===== src/rtl/tlb_pkg.sv =====
package tlb_pkg;
  localparam int VPN_W  = 20;
  localparam int PFN_W  = 12;
  localparam int ASID_W = 4;

  typedef struct packed {
    logic              valid;
    logic [ASID_W-1:0] asid;
    logic [VPN_W-1:0]  vpn;
    logic [PFN_W-1:0]  pfn;
  } tlb_entry_t;
endpackage


===== src/rtl/tlb_match.sv =====
module tlb_match
  import tlb_pkg::*;
#(
  parameter int N  = 8,
  localparam int IW = $clog2(N)
) (
  input  tlb_entry_t [N-1:0] ents,
  input  logic [VPN_W-1:0]   key_vpn,
  input  logic [ASID_W-1:0]  key_asid,
  output logic [N-1:0]       hit_vec,
  output logic [IW-1:0]      hit_idx,
  output logic               hit_any
);
  for (genvar g = 0; g < N; g++) begin : g_cmp
    assign hit_vec[g] = ents[g].valid && (ents[g].vpn == key_vpn) &&
                        (ents[g].asid == key_asid);
  end

  always_comb begin
    hit_idx = '0;
    for (int i = 0; i < N; i++) begin
      if (hit_vec[i]) hit_idx = hit_idx | IW'(i);
    end
  end

  assign hit_any = |hit_vec;
endmodule


===== src/rtl/tlb_plru.sv =====
module tlb_plru #(
  parameter int N  = 8,
  localparam int IW = $clog2(N)
) (
  input  logic          clk,
  input  logic          rst_n,
  input  logic          clear,
  input  logic          touch_a,
  input  logic [IW-1:0] way_a,
  input  logic          touch_b,
  input  logic [IW-1:0] way_b,
  output logic [IW-1:0] victim
);
  logic [N-1:1] tree_q, tree_d;

  function automatic logic [N-1:1] touch_path(logic [N-1:1] t, logic [IW-1:0] w);
    logic [N-1:1] r;
    logic [IW-1:0] node;
    r    = t;
    node = IW'(1);
    for (int lvl = 0; lvl < IW; lvl++) begin
      r[node] = ~w[IW-1-lvl];
      node    = {node[IW-2:0], w[IW-1-lvl]};
    end
    return r;
  endfunction

  always_comb begin
    logic [IW-1:0] node;
    victim = '0;
    node   = IW'(1);
    for (int lvl = 0; lvl < IW; lvl++) begin
      victim[IW-1-lvl] = tree_q[node];
      node = {node[IW-2:0], tree_q[node]};
    end
  end

  always_comb begin
    tree_d = tree_q;
    if (touch_a) tree_d = touch_path(tree_d, way_a);
    if (touch_b) tree_d = touch_path(tree_d, way_b);
    if (clear)   tree_d = '0;
  end

  always_ff @(posedge clk or negedge rst_n) begin
    if (!rst_n) tree_q <= '0;
    else        tree_q <= tree_d;
  end
endmodule


===== src/rtl/tlb_top.sv =====
module tlb_top
  import tlb_pkg::*;
#(
  parameter int N = 8
) (
  input  logic              clk,
  input  logic              rst_n,
  input  logic [ASID_W-1:0] cur_asid,
  input  logic              lu_valid,
  input  logic [VPN_W-1:0]  lu_vpn,
  output logic              lu_hit,
  output logic              lu_miss,
  output logic [PFN_W-1:0]  lu_pfn,
  input  logic              fill_valid,
  input  logic [VPN_W-1:0]  fill_vpn,
  input  logic [ASID_W-1:0] fill_asid,
  input  logic [PFN_W-1:0]  fill_pfn,
  input  logic              upd_valid,
  input  logic              upd_inval,
  input  logic [VPN_W-1:0]  upd_vpn,
  input  logic [ASID_W-1:0] upd_asid,
  input  logic [PFN_W-1:0]  upd_pfn,
  input  logic              flush
);
  localparam int IW = $clog2(N);

  tlb_entry_t [N-1:0] ents;
  logic [N-1:0]  lu_match, fl_match, up_match;
  logic [IW-1:0] lu_idx, fl_idx, up_idx;
  logic          lu_any, fl_any, up_any;
  logic [IW-1:0] free_idx, plru_way, fill_way;
  logic          has_free;

  tlb_match #(.N(N)) u_lu_cmp (
    .ents(ents), .key_vpn(lu_vpn), .key_asid(cur_asid),
    .hit_vec(lu_match), .hit_idx(lu_idx), .hit_any(lu_any));

  tlb_match #(.N(N)) u_fill_cmp (
    .ents(ents), .key_vpn(fill_vpn), .key_asid(fill_asid),
    .hit_vec(fl_match), .hit_idx(fl_idx), .hit_any(fl_any));

  tlb_match #(.N(N)) u_upd_cmp (
    .ents(ents), .key_vpn(upd_vpn), .key_asid(upd_asid),
    .hit_vec(up_match), .hit_idx(up_idx), .hit_any(up_any));

  always_comb begin
    has_free = 1'b0;
    free_idx = '0;
    for (int i = N - 1; i >= 0; i--) begin
      if (!ents[i].valid) begin
        has_free = 1'b1;
        free_idx = IW'(i);
      end
    end
  end

  assign fill_way = fl_any ? fl_idx : (has_free ? free_idx : plru_way);

  assign lu_hit  = lu_valid && lu_any;
  assign lu_miss = lu_valid && !lu_any;
  assign lu_pfn  = lu_hit ? ents[lu_idx].pfn : '0;

  tlb_plru #(.N(N)) u_plru (
    .clk(clk), .rst_n(rst_n), .clear(flush),
    .touch_a(lu_hit), .way_a(lu_idx),
    .touch_b(fill_valid), .way_b(fill_way),
    .victim(plru_way));

  always_ff @(posedge clk or negedge rst_n) begin
    if (!rst_n) begin
      ents <= '0;
    end else if (flush) begin
      for (int i = 0; i < N; i++) ents[i].valid <= 1'b0;
    end else begin
      if (upd_valid && up_any) begin
        if (upd_inval) ents[up_idx].valid <= 1'b0;
        else           ents[up_idx].pfn   <= upd_pfn;
      end
      if (fill_valid) begin
        ents[fill_way] <= '{valid: 1'b1, asid: fill_asid,
                            vpn: fill_vpn, pfn: fill_pfn};
      end
    end
  end
endmodule


===== config.mk =====
export PLATFORM = sky130hd
export DESIGN_NAME = tlb_top
export DESIGN_NICKNAME = d
export VERILOG_FILES = /design/src/rtl/tlb_pkg.sv /design/src/rtl/tlb_match.sv /design/src/rtl/tlb_plru.sv /design/src/rtl/tlb_top.sv
export SDC_FILE = /design/constraint.sdc
export NUM_CORES = 1
export LEC_CHECK = 0
export BUFFER_PORTS_ARGS = -buffer_cell sky130_fd_sc_hd__buf_2
export CAP_MARGIN = 30
export CORE_MARGIN = 5
export CORE_UTILIZATION = 45
export DETAILED_ROUTE_END_ITERATION = 10
export HOLD_SLACK_MARGIN = 0.05
export PLACE_DENSITY = 0.66
export REMOVE_ABC_BUFFERS = 1
export SYNTH_ARGS = -nofsm -noshare
export SYNTH_HDL_FRONTEND = slang
export SYNTH_SLANG_ARGS = --single-unit

===== constraint.sdc =====
create_clock -name clk -period 5.2 [get_ports clk]
set_input_delay 0.78 -clock clk [delete_from_list [all_inputs] [get_ports clk]]
set_output_delay 0.78 -clock clk [all_outputs]
set_load 0.01 [all_outputs]

==> results.py, run 1 <==
metrics = {
    "floorplanning": {
        "io_pins": 117,
        "start_util_pct": 45.43,
        "core_area_mm2": 0.04538,
        "dieWidth_um": 224.0,
        "placementRows": 78,
        "die_y_um": 224.0,
        "die-area_mm2": 0.05019,
    },
    "clock_tree": {
        "cts.sinks": 303,
        "clock_latency_ns": 0.57,
        "post_cts_buffers": 0,
        "h-tree-depth": 2,
        "numCtsBuffers": 40,
        "cts_tree": "done",
        "clkTransAtPathRegs_ns": 0.06,
        "cts_root_buf": "clkbuf_16",
        "ctsHoldBuffers": 0,
        "cts_resized": 0,
        "clk_path_buf_depth": 3,
    },
    "sta": {
        "timing.final.crit_share_pct": 92.07,
        "worst_slack_ns": 0.4122,
        "slew_viol_final": 0,
        "worst_slew_pin_slew_ns": 1.071,
        "fmax_mhz": 208.9,
        "layout_min_cycle_time_ns": 4.788,
        "rsz0062_at_grt": "no",
        "hold_violations": 0,
        "relSlewSlack_pct": 27.97,
        "tns_ns": 0,
        "finClkSkew_ns": 0.01679,
        "worst_hold_slack_ns": 0.1309,
        "setup_violations": 0,
    },
    "power": {
        "powerDensity_mw_per_mm2": 310.4,
        "ir_worst_vdd_mv": 0.2440,
        "p_leak_nw": 9.603,
    },
    "min_path": {
        "hold_class": "in -> async",
    },
    "yosys": {
        "ys_top_cells_by_area": "dfrtp_1 37%, xnor2_1 16%, xor2_1 8.8%",
        "synthMostInstantiatedCell": "xnor2_1",
        "synth.cell_area_mm2": 0.02062,
        "synth-xor-area-share_pct": 24.60,
        "synth_top_area_cell": "dfrtp_1",
        "synth_cell_type_count": 68,
        "synth-edff-count": 0,
        "synthAdderAreaFrac_pct": 0,
        "synth-simple-area-share_pct": 12.17,
        "synth.area.mux_share_pct": 12.31,
        "syn-mean-instance-area_um2": 10.32,
        "synth_flop_cell": "dfrtp_1",
        "ys_seq_area_share_pct": 36.78,
        "synth_compound_area_share_pct": 10.01,
        "yosysTopAreaCellShare_pct": 36.78,
        "synth_top_cells_by_count": "372 x xnor2_1, 303 x dfrtp_1, 207 x xor2_1",
        "synth-async-reset-ratio_pct": 100.0,
        "ys_seq_elements": 303,
        "ys.warnings.count": 0,
        "synth_top_family_by_area": "XOR/XNOR gates",
        "syn_inst": 1997,
    },
    "global_routing": {
        "grt_pass1_wl_um": 133700,
        "grt_use_total_pct": 36.61,
        "antenna_found_initial": 0,
        "grt_max_degree": 139,
        "first_global_vias": 18307,
        "grt_overflow_total": 0,
    },
    "drt": {
        "dr.first_iter.drc_count": 2521,
        "drt-wirelength-per-cell_um": 34.56,
        "vias_per_cell": 6.658,
        "wl_um": 94000,
        "drc": 0,
        "antenna_left": 0,
        "num_vias": 18110,
        "firstDrtPassIters": 6,
    },
    "worst_setup_path": {
        "cp_max_fo": 39,
        "worstPathArrival_ns": 4.01,
        "cp-start-kind": "flop",
        "path_class": "reg -> out",
        "critPathRequiredTime_ns": 4.42,
        "critPathCaptureType": "output port",
    },
    "placement": {
        "place_hpwl_um": 67680,
        "io_buffer_count": 116,
        "routabilityCongestion": 1.015,
        "dp_slack_ns": 0.5429,
        "dp_cells": 2646,
    },
    "status": {
        "status": "finished, final reports clean",
    },
    "flow_run": {
        "maxCapViolCount": 0,
    },
    "layout": {
        "stdcell_count": 2720,
        "drive_above_1_share_pct": 23.61,
        "syn_to_final_growth_pct": 14.03,
        "nets": 2191,
    },
}
-- kinds of logic after synthesis --
group                     count (synthesis)
muxes                                   222
buffers and inverters                   188
DFF                                     303
and+or+nand+nor                         444
AOI/OAI and AO/OA                       261
xor gates and xnor gates                579
-- path summary, 6_finish.rpt --
kind                              to      start  cells after the start  slack (ns)
setup reg to reg           ents[195]  ents[218]                     11        1.24
setup / recovery           lu_pfn[0]  ents[209]                     10        0.41
hold reg to reg            ents[159]  ents[159]                      1        0.50
min in group clk           ents[159]  ents[159]                      1        0.50
hold / removal             ents[271]      rst_n                      1        0.13
max in group asynchronous  ents[219]      rst_n                      2        3.87
-- registers in the layout (all words and copies together) (netlist names) --
name,flops
ents,296
u_plru.tree_q,7
-- where the power goes --
group          switching [W]  internal, W
Clock                0.00115      0.00171
Combinational       0.000819     0.000672
Sequential          0.000360      0.00258
-- critical path, cell delays in order, from the launching register on --
cell and delay (ns):
dfrtp_1 0.49, xnor2_1 0.21, nand4_1 0.33, nor4_1 0.42, nand4_1 0.43, nand4_1 0.33, buf_12 0.27, inv_1 0.37
o221ai_1 0.27, a21oi_1 0.11, buf_2 0.16
-- metrics by stage --
stage / utilization (%) / total power, W / area, µm²
after global placement: 48.80 / 0.004415 / 22150
after floorplan: - / 0.003719 / 19790
after detailed placement: 48.86 / 0.004423 / 22170
final: 51.80 / 0.007297 / 23510
after CTS: 51.79 / 0.007289 / 23500
after global routing: 51.79 / 0.007525 / 23500
-- placed cells by master (no fill, tap or decap), types with 5 or more instances in the layout --
cell,instances
nor2_1,59
xnor2_1,372
nand3_1,19
dfrtp_1,303
clkbuf_16,41
nor4_1,70
mux2_4,20
clkbuf_1,8
mux2_1,11
inv_1,7
clkbuf_8,8
buf_12,11
nor3b_1,6
o21ai_0,11
buf_2,116
xor2_1,207
nand2_1,67
mux2i_1,30
nor3_1,26
clkinv_2,7
or3_1,7
mux2_2,161
o221ai_1,24
or4_1,6
o22ai_1,52
and2_1,5
nor4b_1,6
a21oi_1,28
buf_4,100
nand4_1,138
a221o_1,60
a2bb2oi_1,45
-- cell type report --
| class | instances | area [µm²] |
|---|---|---|
| sequential | 303 | 7582 |
| fill | 4144 | 21870 |
| inverter | 8 | 30.03 |
| antenna | 2 | 5.005 |
| clock buffer | 57 | 1166 |
| timing repair buffer | 229 | 1578 |
| clock inverter | 15 | 166.4 |
| multi-input combinational | 1506 | 12230 |
| tap | 600 | 750.7 |
-- routing by layer --
metal / up-vias / wire, µm / GRT usage, %
li1: 7434 / - / -
met1: 9055 / 36380 / 48.01
met2: 1258 / 41500 / 56.51
met3: 363 / 9558 / 7.915
met4: 0 / 6553 / 20.20
met5: - / 0 / 0
(Power assumes the default switching activity.)
==> run 2: changes to the inputs <==
RECOVER_POWER = 25   (was unset)
==> results.py, run 2 (synthesized netlist as in run 1, its figures left out) <==
metrics = {
    "status": {
        "status": "finished with violations",
        "failed_checks": "capacitance limit, slew limit",
    },
    "global_routing": {
        "grt_max_degree": 139,
        "met2_usage_pct": 56.51,
        "globalRouteMet3Util_pct": 7.915,
        "grt_use_total_pct": 36.61,
        "antenna_found_initial": 0,
        "grt_most_used_layer": "met2",
        "gr-usage-met1_pct": 48.01,
        "grt_overflow_total": 0,
        "first_global_vias": 18307,
        "grt_pass1_wl_um": 133700,
    },
    "layout": {
        "finish.instance_area_mm2": 0.02350,
        "final_cell_mix": "372 x xnor2_1, 303 x dfrtp_1, 207 x xor2_1, 161 x mux2_2, 138 x nand4_1",
        "stdcell_count": 2719,
        "largestRegisters": "ents (296), u_plru.tree_q (7)",
        "largest_reg_flops": 296,
        "final_common_cell": "xnor2_1",
        "regMostFlops": "ents",
        "nets": 2191,
        "drive_above_1_share_pct": 23.56,
        "fillers": 4145,
        "syn_to_final_growth_pct": 13.96,
        "finish.utilization_pct": 51.77,
    },
    "clock_tree": {
        "cts.sinks": 303,
        "h-tree-depth": 2,
        "clock_latency_ns": 0.58,
        "clkTransAtPathRegs_ns": 0.05,
        "cts_resized": 0,
        "cts_tree": "done",
        "clk_path_buf_depth": 3,
        "post_cts_buffers": 0,
        "cts_root_buf": "clkbuf_16",
        "numCtsBuffers": 40,
        "ctsHoldBuffers": 0,
    },
    "sta": {
        "layout_min_cycle_time_ns": 4.737,
        "worst_slew_pin_slew_ns": 3.221,
        "tns_ns": 0,
        "worst_slack_ns": 0.4631,
        "relSlewSlack_pct": -114.7,
        "hold_violations": 0,
        "fmax_mhz": 211.1,
        "rsz0062_at_grt": "no",
        "slew_viol_final": 50,
        "setup_violations": 0,
        "timing.final.crit_share_pct": 91.09,
        "finClkSkew_ns": 0.01854,
    },
    "min_path": {
        "hold_class": "reg -> reg",
        "min_delay_path_depth": 1,
    },
    "drt": {
        "num_vias": 18131,
        "firstDrtPassIters": 6,
        "wl_um": 94350,
        "dr.first_iter.drc_count": 2593,
        "drc": 0,
        "antenna_left": 0,
        "drt-wirelength-per-cell_um": 34.70,
        "vias_per_cell": 6.668,
    },
    "placement": {
        "dp_cells": 2646,
        "dpl-instance-area_mm2": 0.02217,
        "dp_slack_ns": 0.5429,
        "routabilityCongestion": 1.015,
        "place_hpwl_um": 67680,
        "io_buffer_count": 116,
    },
    "worst_setup_path": {
        "worstPathArrival_ns": 3.96,
        "critPathRequiredTime_ns": 4.42,
        "reg2regPathDepth": 11,
        "cp_max_fo": 39,
        "cp-start-kind": "flop",
        "critPathCaptureType": "output port",
        "path_class": "reg -> out",
    },
    "power": {
        "p_leak_nw": 9.597,
        "pwr-share-clk_pct": 39.2,
        "ir_worst_vdd_mv": 0.2428,
        "switchingPower_w": 0.002336,
        "p_seq_share_pct": 40.3,
        "powerDensity_mw_per_mm2": 310.7,
        "p_comb_share_pct": 20.4,
        "p_int_w": 0.004964,
        "p_sw_share_pct": 32.00,
    },
    "floorplanning": {
        "start_util_pct": 45.43,
        "die_y_um": 224.0,
        "core_area_mm2": 0.04538,
        "placementRows": 78,
        "dieWidth_um": 224.0,
        "die-area_mm2": 0.05019,
        "io_pins": 117,
    },
    "flow_run": {
        "maxCapViolCount": 1,
    },
}
[run 2: power groups by stage]
| stage | Combinational [W] | Clock, W | Sequential [W] |
|---|---|---|---|
| global placement | 0.00145 | 0 | 0.00297 |
| CTS | 0.00146 | 0.00290 | 0.00293 |
| floorplan | 0.000883 | 0 | 0.00284 |
| global route | 0.00157 | 0.00300 | 0.00295 |
| finish | 0.00149 | 0.00286 | 0.00294 |
| detailed placement | 0.00145 | 0 | 0.00297 |
[run 2: final timing paths]
kind                            from        end  slack, ns
min                        ents[159]  ents[159]       0.50
max in group asynchronous      rst_n  ents[219]       1.97
max                        ents[209]  lu_pfn[0]       0.46
min in group asynchronous      rst_n  ents[283]       1.28
min reg2reg                ents[159]  ents[159]       0.50
max reg2reg                ents[218]  ents[195]       1.23
[run 2: cell type report]
class / instances / area (µm²) / share of cell area [%]
tap: 600 / 750.7 / 3.195
multi-input combinational: 1506 / 12230 / 52.06
antenna: 1 / 2.502 / 0.01065
clock inverter: 15 / 166.4 / 0.7083
sequential: 303 / 7582 / 32.27
timing repair buffer: 229 / 1567 / 6.667
inverter: 8 / 30.03 / 0.1278
clock buffer: 57 / 1166 / 4.963
[run 2: metal layers]
layer / vias to the layer above / wire (µm)
li1: 7419 / -
met1: 9107 / 36420
met2: 1245 / 41770
met3: 360 / 9636
met4: 0 / 6530
met5: - / 0
[run 2: worst max-delay path, stage by stage (launching register included)]
cell and delay [ns]:
dfrtp_1 0.48, xnor2_1 0.21, nand4_1 0.32, nor4_1 0.41, nand4_1 0.42, nand4_1 0.33, buf_12 0.27, inv_1 0.37
o221ai_1 0.26, a21oi_1 0.11, buf_2 0.16
[run 2: metrics by stage]
stage | hold slack (ns) | total power (W)
global route | 0.5300 | 0.007525
detailed placement | 0.4868 | 0.004423
finish | 0.5010 | 0.007300
global placement | 0.4787 | 0.004415
floorplan | 0.4696 | 0.003719
CTS | 0.1268 | 0.007289
